==> config.mk <==
export PLATFORM = sky130hd
export DESIGN_NAME = nvd_decoder
export DESIGN_NICKNAME = d
export VERILOG_FILES = /design/src/rtl/nvd_pkg.sv /design/src/rtl/nvd_nuc_map.sv /design/src/rtl/nvd_bmu.sv /design/src/rtl/nvd_acs.sv /design/src/rtl/nvd_best.sv /design/src/rtl/nvd_decoder.sv
export SDC_FILE = /design/constraint.sdc
export NUM_CORES = 1
export LEC_CHECK = 0
export BUFFER_PORTS_ARGS = -buffer_cell sky130_fd_sc_hd__buf_2
export CAP_MARGIN = 40
export CORE_MARGIN = 1.5
export CORE_UTILIZATION = 64
export DETAILED_ROUTE_END_ITERATION = 16
export PLACE_DENSITY_LB_ADDON = 0.12
export SYNTH_ARGS = -nofsm -noshare
export SYNTH_HDL_FRONTEND = slang
export SYNTH_SLANG_ARGS = --single-unit
==> constraint.sdc <==
create_clock -name clk -period 12.9 [get_ports clk]
set_input_delay 1.935 -clock clk [delete_from_list [all_inputs] [get_ports clk]]
set_output_delay 1.935 -clock clk [all_outputs]
set_load 0.1 [all_outputs]
==> src/rtl/nvd_pkg.sv <==
package nvd_pkg;

    localparam int NUM_STATES = 4;

    typedef logic [1:0] pair_t;

    typedef struct packed {
        pair_t pair;
        logic  bad;
    } nuc_t;

    function automatic pair_t expected_pair(input logic [1:0] prev, input logic u);
        pair_t p;
        p[1] = u ^ prev[1] ^ prev[0];
        p[0] = u ^ prev[0];
        return p;
    endfunction

    function automatic nuc_t decode_char(input logic [7:0] ch);
        nuc_t n;
        n.bad = 1'b0;
        case (ch)
            8'h41:   n.pair = 2'b00;
            8'h43:   n.pair = 2'b01;
            8'h47:   n.pair = 2'b10;
            8'h54:   n.pair = 2'b11;
            default: begin
                n.pair = 2'b00;
                n.bad  = 1'b1;
            end
        endcase
        return n;
    endfunction

    function automatic logic [1:0] ham2(input pair_t a, input pair_t b);
        pair_t x;
        x = a ^ b;
        return {1'b0, x[1]} + {1'b0, x[0]};
    endfunction

endpackage

==> src/rtl/nvd_nuc_map.sv <==
module nvd_nuc_map
    import nvd_pkg::*;
(
    input  logic [7:0] ch,
    output nuc_t       nuc
);
    always_comb nuc = decode_char(ch);
endmodule

==> src/rtl/nvd_bmu.sv <==
module nvd_bmu
    import nvd_pkg::*;
(
    input  pair_t                      rx,
    output logic [NUM_STATES-1:0][1:0] bm
);
    for (genvar e = 0; e < NUM_STATES; e++) begin : g_bm
        assign bm[e] = ham2(rx, pair_t'(e));
    end
endmodule

==> src/rtl/nvd_acs.sv <==
module nvd_acs #(
    parameter int PM_W = 5
) (
    input  logic [PM_W-1:0] pm_a,
    input  logic [PM_W-1:0] pm_b,
    input  logic [1:0]      bm_a,
    input  logic [1:0]      bm_b,
    output logic [PM_W-1:0] pm_new,
    output logic            pick_b
);
    localparam logic [PM_W:0] SAT = (PM_W+1)'((1 << PM_W) - 1);

    logic [PM_W:0] sum_a, sum_b, sat_a, sat_b;

    always_comb begin
        sum_a  = {1'b0, pm_a} + (PM_W+1)'(bm_a);
        sum_b  = {1'b0, pm_b} + (PM_W+1)'(bm_b);
        sat_a  = (sum_a > SAT) ? SAT : sum_a;
        sat_b  = (sum_b > SAT) ? SAT : sum_b;
        pick_b = sat_b < sat_a;
        pm_new = pick_b ? sat_b[PM_W-1:0] : sat_a[PM_W-1:0];
    end
endmodule

==> src/rtl/nvd_best.sv <==
module nvd_best
    import nvd_pkg::*;
#(
    parameter int PM_W = 5
) (
    input  logic [NUM_STATES-1:0][PM_W-1:0] pm,
    output logic [1:0]                      idx
);
    logic [PM_W-1:0] best;
    always_comb begin
        idx  = 2'd0;
        best = pm[0];
        for (int i = 1; i < NUM_STATES; i++) begin
            if (pm[i] < best) begin
                best = pm[i];
                idx  = 2'(i);
            end
        end
    end
endmodule

==> src/rtl/nvd_decoder.sv <==
module nvd_decoder
    import nvd_pkg::*;
#(
    parameter int BLOCK_LEN = 8,
    parameter int PM_W      = 5
) (
    input  logic                 clk,
    input  logic                 rst,
    input  logic                 in_valid,
    input  logic [7:0]           in_char,
    output logic                 out_valid,
    output logic [BLOCK_LEN-1:0] out_byte,
    output logic                 out_err
);
    localparam int              CNT_W  = $clog2(BLOCK_LEN);
    localparam logic [CNT_W-1:0] LAST  = CNT_W'(BLOCK_LEN - 1);
    localparam logic [PM_W-1:0] PM_MAX = PM_W'((1 << PM_W) - 1);

    logic [CNT_W-1:0]                       step_q;
    logic [NUM_STATES-1:0][PM_W-1:0]        pm_q, pm_base, pm_d;
    logic [NUM_STATES-1:0][BLOCK_LEN-1:0]   sv_q, sv_base, sv_d;
    logic [NUM_STATES-1:0][1:0]             bm;
    logic                                   err_q, err_base;
    logic [1:0]                             best_idx;
    nuc_t                                   nuc;

    nvd_nuc_map u_map (.ch(in_char), .nuc(nuc));
    nvd_bmu     u_bmu (.rx(nuc.pair), .bm(bm));

    // Block start: metrics and survivors come from the initial values.
    always_comb begin
        for (int s = 0; s < NUM_STATES; s++) begin
            if (step_q == '0) begin
                pm_base[s] = (s == 0) ? '0 : PM_MAX;
                sv_base[s] = '0;
            end else begin
                pm_base[s] = pm_q[s];
                sv_base[s] = sv_q[s];
            end
        end
        err_base = (step_q == '0) ? 1'b0 : err_q;
    end

    // State n = {newest bit, older bit}; predecessors {n[0],0} and {n[0],1}.
    for (genvar n = 0; n < NUM_STATES; n++) begin : g_state
        localparam int    PA = (n % 2) * 2;
        localparam int    PB = PA + 1;
        localparam int    U  = n / 2;
        localparam pair_t EA = expected_pair(2'(PA), 1'(U));
        localparam pair_t EB = expected_pair(2'(PB), 1'(U));

        logic                 pick_b;
        logic [BLOCK_LEN-1:0] sv_pick;

        nvd_acs #(.PM_W(PM_W)) u_acs (
            .pm_a  (pm_base[PA]),
            .pm_b  (pm_base[PB]),
            .bm_a  (bm[EA]),
            .bm_b  (bm[EB]),
            .pm_new(pm_d[n]),
            .pick_b(pick_b)
        );

        assign sv_pick = pick_b ? sv_base[PB] : sv_base[PA];
        assign sv_d[n] = {sv_pick[BLOCK_LEN-2:0], 1'(U)};
    end

    nvd_best #(.PM_W(PM_W)) u_best (.pm(pm_d), .idx(best_idx));

    always_ff @(posedge clk) begin
        if (rst) begin
            step_q    <= '0;
            pm_q      <= '0;
            sv_q      <= '0;
            err_q     <= 1'b0;
            out_valid <= 1'b0;
            out_byte  <= '0;
            out_err   <= 1'b0;
        end else begin
            out_valid <= 1'b0;
            if (in_valid) begin
                pm_q   <= pm_d;
                sv_q   <= sv_d;
                err_q  <= err_base | nuc.bad;
                step_q <= (step_q == LAST) ? '0 : step_q + 1'b1;
                if (step_q == LAST) begin
                    out_valid <= 1'b1;
                    out_byte  <= sv_d[best_idx];
                    out_err   <= err_base | nuc.bad;
                end
            end
        end
    end
endmodule

======== After elaboration in Yosys (flattened, before gate mapping) ========
Index checks and enable logic that the tools add are counted.
word-level totals
  register bits ........................... 60
  input bits .............................. 11
  output and inout port bits .............. 10
cells by class
  reduce and logical (&&, ||, !) cells .... 4
  add/subtract/negate cells ............... 13
  mux-type cells .......................... 36
  $lt $le $gt $ge ......................... 16
  bitwise logic cells ..................... 5
  equality and inequality tests ........... 5
operators by type and width
  operator                                                                         number
  7-bit 2-to-1 mux                                                                 8
  5-bit 2-to-1 mux                                                                 10
  5-bit by 2-bit adder with 6-bit output                                           8
  6-bit by 5-bit greater-than comparator with 1-bit output, second input constant  8
  6-bit 2-to-1 mux                                                                 8
  8-bit by 7-bit == test with 1-bit output, second input constant                  4
  6-bit < comparator                                                               4
  8-bit binary-select mux with 2-bit select                                        1
  5-bit < comparator                                                               3
  1-bit by 1-bit adder with 2-bit output                                           4
  8-bit 2-to-1 mux                                                                 1
  2-bit case mux with 3 select lines                                               1
  1-bit 2-to-1 mux                                                                 4
  2-bit 2-to-1 mux                                                                 2
  4-bit OR reduction                                                               1
  3-bit by 1-bit adder with 3-bit output, second input constant                    1
  3-bit == test, second input constant                                             1
  3-bit zero test                                                                  1
  2-bit by 3-bit < comparator with 1-bit output, second input constant             1
  3-bit 2-to-1 mux                                                                 1
  1-bit inverter                                                                   3
  2-bit inverter                                                                   1
  2-bit AND reduction                                                              1
  2-bit OR reduction                                                               1
  1-bit OR                                                                         1

======== Longest topological paths before layout ========
  depth in word-level cells ............... 17
  depth in mapped cells ................... 50
  gate-level depth less buffers ........... 46

======== Hierarchy ========
Synthesis repeated with hierarchy kept, for this count alone.
second synthesis, totals
  cells, all modules ...................... 643
  area total of the unflattened synthesis .. 5421.4 µm²
by module, submodules not included
  module       sequential area each (µm²)  cells each  times used  area an instance (µm²)
  nvd_decoder  1141.1                      294         1           2715.1
  nvd_acs      0.0                         66          4           506.7
  nvd_best     0.0                         65          1           511.7
  nvd_nuc_map  0.0                         11          1           91.3
  nvd_bmu      0.0                         9           1           76.3

======== Least setup slack after synthesis ========
OpenSTA, ideal clock, no wires.
  kind .................................... input to register
  from .................................... input port in_char[5]
  to ...................................... register out_byte[7]
  arrival ................................. 10214 ps
  cell stages on the path ................. 37
  data required time ...................... 12809 ps
  library setup time ...................... 91 ps
  path buffers ............................ 2
  setup slack ............................. 2595 ps
  path through ............................ nor4b_1 -> o21ai_0 -> ha_1 -> ha_1 -> fa_1 -> nor2_1 -> inv_1 -> ha_1 -> or3_1 -> o221ai_1 -> a32o_1 -> buf_1 -> mux2i_1 -> inv_1 -> ha_1 -> nand2_1 -> a31oi_1 -> o31ai_1 -> nor2_1 -> a21oi_1 -> ha_1 -> a21o_1 -> a21o_1 -> a21o_1 -> o21ai_0 -> o21ai_0 -> buf_2 -> a21o_1 -> ha_1 -> a21o_1 -> a21o_1 -> a221oi_1 -> a21oi_1 -> o22ai_4 -> and3_1 -> o311ai_1 -> a311oi_1
on the way
  longest elaborated chain between the ends .. 17
  elaborated cells between the ends (all ways) .. 57
  those cells by class .................... 12 x add/sub; 15 x order compare; 3 x eq/ne; 24 x mux; 3 x bitwise
RTL lines
  what                                                                         RTL line                      source
  start, declared                                                              nvd_decoder.sv:10             input logic [7:0] in_char,
  8-bit by 7-bit == test with 1-bit output                                     nvd_pkg.sv:22                 case (ch)
  2-bit case mux with 3 select lines (*)                                       nvd_pkg.sv:22
  1-bit inverter (no source line) / 2-bit inverter (equally long branches)     n/a
  1-bit by 1-bit adder with 2-bit output                                       nvd_pkg.sv:38                 return {1'b0, x[1]} + {1'b0, x[0]};
  5-bit by 2-bit adder with 6-bit output (on tied branches)                    nvd_acs.sv:17, nvd_acs.sv:16
  6-bit by 5-bit greater-than comparator with 1-bit output (on tied branches)  nvd_acs.sv:19, nvd_acs.sv:18
  6-bit 2-to-1 mux (on tied branches)                                          nvd_acs.sv:19, nvd_acs.sv:18
  6-bit < comparator                                                           nvd_acs.sv:20                 pick_b = sat_b < sat_a;
  5-bit 2-to-1 mux                                                             nvd_acs.sv:21                 pm_new = pick_b ? sat_b[PM_W-1:0] : sat_a[PM_W-1:0];
  5-bit < comparator                                                           nvd_best.sv:14                if (pm[i] < best) begin
  5-bit 2-to-1 mux                                                             nvd_best.sv:14
  5-bit < comparator                                                           nvd_best.sv:14
  5-bit 2-to-1 mux                                                             nvd_best.sv:14
  5-bit < comparator                                                           nvd_best.sv:14
  2-bit 2-to-1 mux                                                             nvd_best.sv:14
  8-bit binary-select mux with 2-bit select (*)                                nvd_decoder.sv:88             out_byte <= sv_d[best_idx];
  8-bit 2-to-1 mux (implied by the code) (*)                                   nvd_decoder.sv:88
  end signal, assigned                                                         nvd_decoder.sv:88
  end, declared                                                                nvd_decoder.sv:12             output logic [BLOCK_LEN-1:0] out_byte,
Mark *: on every way between the ends. The rest lies on a longest branch, timed or not. The select of a mux whose other input is x is not followed.
A chain may end at the register's enable or synchronous reset.

======== Worst setup path in the final report ========
  from .................................... input port in_char[5]
  to ...................................... register out_byte[7]
on the way
  longest elaborated chain between the ends .. 17
  elaborated cells between the ends (all ways) .. 57
  those cells by class .................... 12 x add/sub; 15 x order compare; 3 x eq/ne; 24 x mux; 3 x bitwise
RTL lines
  what                                                                         RTL line                      source
  8-bit by 7-bit == test with 1-bit output                                     nvd_pkg.sv:22
  2-bit case mux with 3 select lines (*)                                       nvd_pkg.sv:22
  1-bit inverter (no source line)                                              n/a
  1-bit by 1-bit adder with 2-bit output                                       nvd_pkg.sv:38
  5-bit by 2-bit adder with 6-bit output (on tied branches)                    nvd_acs.sv:17, nvd_acs.sv:16
  6-bit by 5-bit greater-than comparator with 1-bit output (on tied branches)  nvd_acs.sv:19, nvd_acs.sv:18
  6-bit 2-to-1 mux (on tied branches)                                          nvd_acs.sv:19, nvd_acs.sv:18
  6-bit < comparator                                                           nvd_acs.sv:20
  [1 not listed]                                                               n/a
  net g_state[1].u_acs.pm_new[1]                                               nvd_acs.sv:8                  output logic [PM_W-1:0] pm_new,
  5-bit < comparator                                                           nvd_best.sv:14
  5-bit 2-to-1 mux                                                             nvd_best.sv:14
  5-bit < comparator                                                           nvd_best.sv:14
  5-bit 2-to-1 mux                                                             nvd_best.sv:14
  5-bit < comparator                                                           nvd_best.sv:14
  2-bit 2-to-1 mux (*)                                                         nvd_best.sv:14
  8-bit binary-select mux with 2-bit select (*)                                nvd_decoder.sv:88
  8-bit 2-to-1 mux (implied by the code) (*)                                   nvd_decoder.sv:88
Mark *: on every way through the listed nets, which the timed path passes. The rest lies on a longest branch. The select of a mux whose other input is x is not followed.

==> run metrics <==
Starting Density roughly two thirds; vias in the first global route 4638; share of cells above drive strength 1 8.12%; CP required about 13000 ps; fin. max-slew vios 0; Startpoint Class input pin; RSZ-0062 raised after global routing false; crit-path most repeated cell ha_1; Clock Tree Buf Depth 2; Max Fclk 0.0840 GHz; worst skew pair latency a little over 300 ps; Reg clk slew, reported paths between 100 and 150 ps; RR Endpoint out_byte[7]; Slew headroom 40.7%; HP Class flop to flop; post-route ant nets 0; Syn. warnings 0; Routed WL per cell between 15 and 20 um; residual DRC count 0; Final setup viols 0; Die X roughly 94 um; CTS Sinks 56; largest net degree at the start of global routing between 50 and 60; sink of the worst hold path out_byte[1]; Pre-Repair DR Iteration Count 5; Final Power 1.01 mW; GR Util All Layers between 30% and 40%; critical path class input pin to flop; vias approximately 5000; Worst R2R Path Depth 40; distinct cell type count after synthesis 79; Std-Cell Rows 33; initial antenna violation count 0; Area Overhead vs Synth 4.30%; CP endpoint kind flop; Worst R2R Setup Slack 2430 ps; detailed placer's ending HPWL slightly above 10000 um; Synth async-reset ratio 0%; # diodes 0; nets between 700 and 800; post-route cell area between 5000 and 6000 um^2; vias per cell 6.34; hold buffer count at cts 0; main flop type after synthesis dfxtp_1; gpl congestion ~0.93; area of the core a little over 8000 um^2; Synth Register Bits 56; crit share post-route slightly above 90%; status finished clean; hold path start out_byte[1]; CP arrival 12130 ps; clock period minus worst slack roughly 12000 ps; mapped cell area about 5300 um^2; commonest non-fill, non-tap cell in the layout nor2_1; static leakage power 2.32 nW; Max FO, Critical Path 11; CTS tree built; setup TNS after final layout 0 ps; cell count of the worst hold path 2; CTS root buf clkbuf_8; Buffers on Ports 20; post-CTS setup buffers 0; Congestion Overflow GR 0; most frequent cells in the layout 97 x nor2_1, 59 x nand2_1, 56 x dfxtp_1, 55 x a21oi_1, 51 x mux2i_1; maxcap violations 0; Area after DPL between 5000 and 6000 um^2; Avg Cell Area, Syn 7.66 um^2; Clock Skews 16.8 ps; final hold vios 0; die footprint about 8800 um^2; Reg2Reg Launch Point step_q[0]; Worst-Margin Slew 882 ps; Die Y 94.0 um; CP peak stage delay just over 800 ps; DR iter-0 viols just over 300; num ports 21; clock buffer count from CTS 5; maximum VDD drop 0.000125 V; first-pass GRT wire length approximately 22000 um; critical path's slowest cell o31ai_1; post-CTS sizing 0; Power Density 183 nW/um^2; Cells after Synth approximately 700; WL final roughly 14000 um; sequential fraction of the synthesis area a little over a fifth; H-tree depth reported by CTS 2; number of enable flip-flop cells after synthesis 0
[critical path: cells and delay by family]
family | cells | cell delay (ps)
mux | 1 | 190
simple gates | 8 | 1400
fa+ha+maj | 6 | 1980
buf+inv | 3 | 470
compound gates | 24 | 6140
[cell usage after synthesis, drive strengths merged (3+ instances only)]
cell type	count	area share, %
nor2b	8	0.99
o221ai	5	0.83
nor3	21	2.0
o21a	4	0.57
xor2	3	0.50
buf	21	2.5
inv	29	2.1
nor4	3	0.47
a311oi	9	1.6
ha	48	11
a32o	3	0.57
o31ai	3	0.68
a211oi	9	1.4
dfxtp	56	21
or3	6	0.80
nand2	60	4.4
a21oi	56	5.4
fa	4	1.5
nand3	18	1.7
clkbuf	22	1.6
a31oi	7	0.83
nor2	97	6.9
a21o	15	2.1
a22oi	3	0.42
mux2i	51	9.6
nand4	6	0.71
mux2	4	0.99
nand2b	12	1.4
and3	5	0.59
xnor2	6	0.99
o22ai	6	1.2
o211ai	7	0.99
a211o	3	0.50
and2	6	0.76
nand3b	4	0.57
o21ai	33	3.1
or2	3	0.35
[cell type report]
cell class / instances / area (um^2)
Fill cell: 725 / 2610
Timing Repair Buffer: 28 / 200
Sequential cell: 56 / 1120
Clock buffer: 5 / 68.8
Inverter: 29 / 109
Multi-Input combinational cell: 570 / 3880
Clock inverter: 2 / 12.5
Tap cell: 105 / 131
[cells by family (layout without fill, tap and decap cells)]
group           count (synthesis)  count (layout)  share of synthesized area (%)
buf+inv                        72              64                           6.07
other cells                     2               8                          0.142
flops                          56              56                           21.2
fa+ha+maj                      52              52                           12.8
compound gates                185             185                           24.1
mux                            55              55                           10.6
simple gates                  261             261                           23.6
xor+xnor                        9               9                           1.49
[worst max path at each step]
stage	start	end	slack, ps	cells after the start
after global routing	in_char[5]	out_byte[7]	170	42
after CTS	in_char[5]	out_byte[7]	1170	42
after detailed placement	in_char[5]	out_byte[7]	830	42
after global placement	in_char[5]	out_byte[7]	1140	42
final	in_char[5]	out_byte[7]	990	42
after floorplan	in_char[5]	out_byte[7]	2600	37
[metal layers]
| layer | routed length [um] | vias up | GRT usage, % |
|---|---|---|---|
| met1 | 6270 | 2398 | 41.2 |
| met2 | 6350 | 138 | 53.7 |
| met3 | 580 | 22 | 2.91 |
| met5 | 0 | - | 0 |
| li1 | - | 2484 | - |
| met4 | 320 | 0 | 9.20 |
[where the power goes]
part           switching, mW  leakage (nW)  internal [mW]
Combinational          0.436          1.82          0.284
Sequential            0.0168         0.456          0.183
Clock                 0.0565        0.0400         0.0370
Total                  0.509          2.32          0.505
[sequential cells by signal, indices dropped and copies added (netlist names)]
name,count
err_q,1
sv_q,22
out_valid,1
out_err,1
pm_q,20
out_byte,8
step_q,3
[per-stage QoR]
| stage | utilization (%) | hold WS, ps | worst slack (ps) | cells |
|---|---|---|---|---|
| after detailed placement | 66.9 | 442 | 831 | 788 |
| final | 67.9 | 456 | 991 | 795 |
| after global placement | 66.1 | 436 | 1140 | 784 |
| after global routing | 67.9 | 478 | 172 | 795 |
| after floorplan | - | 440 | 2600 | 698 |
| after CTS | 67.9 | 457 | 1170 | 795 |
No activity file was read; power rests on OpenSTA's default activity.
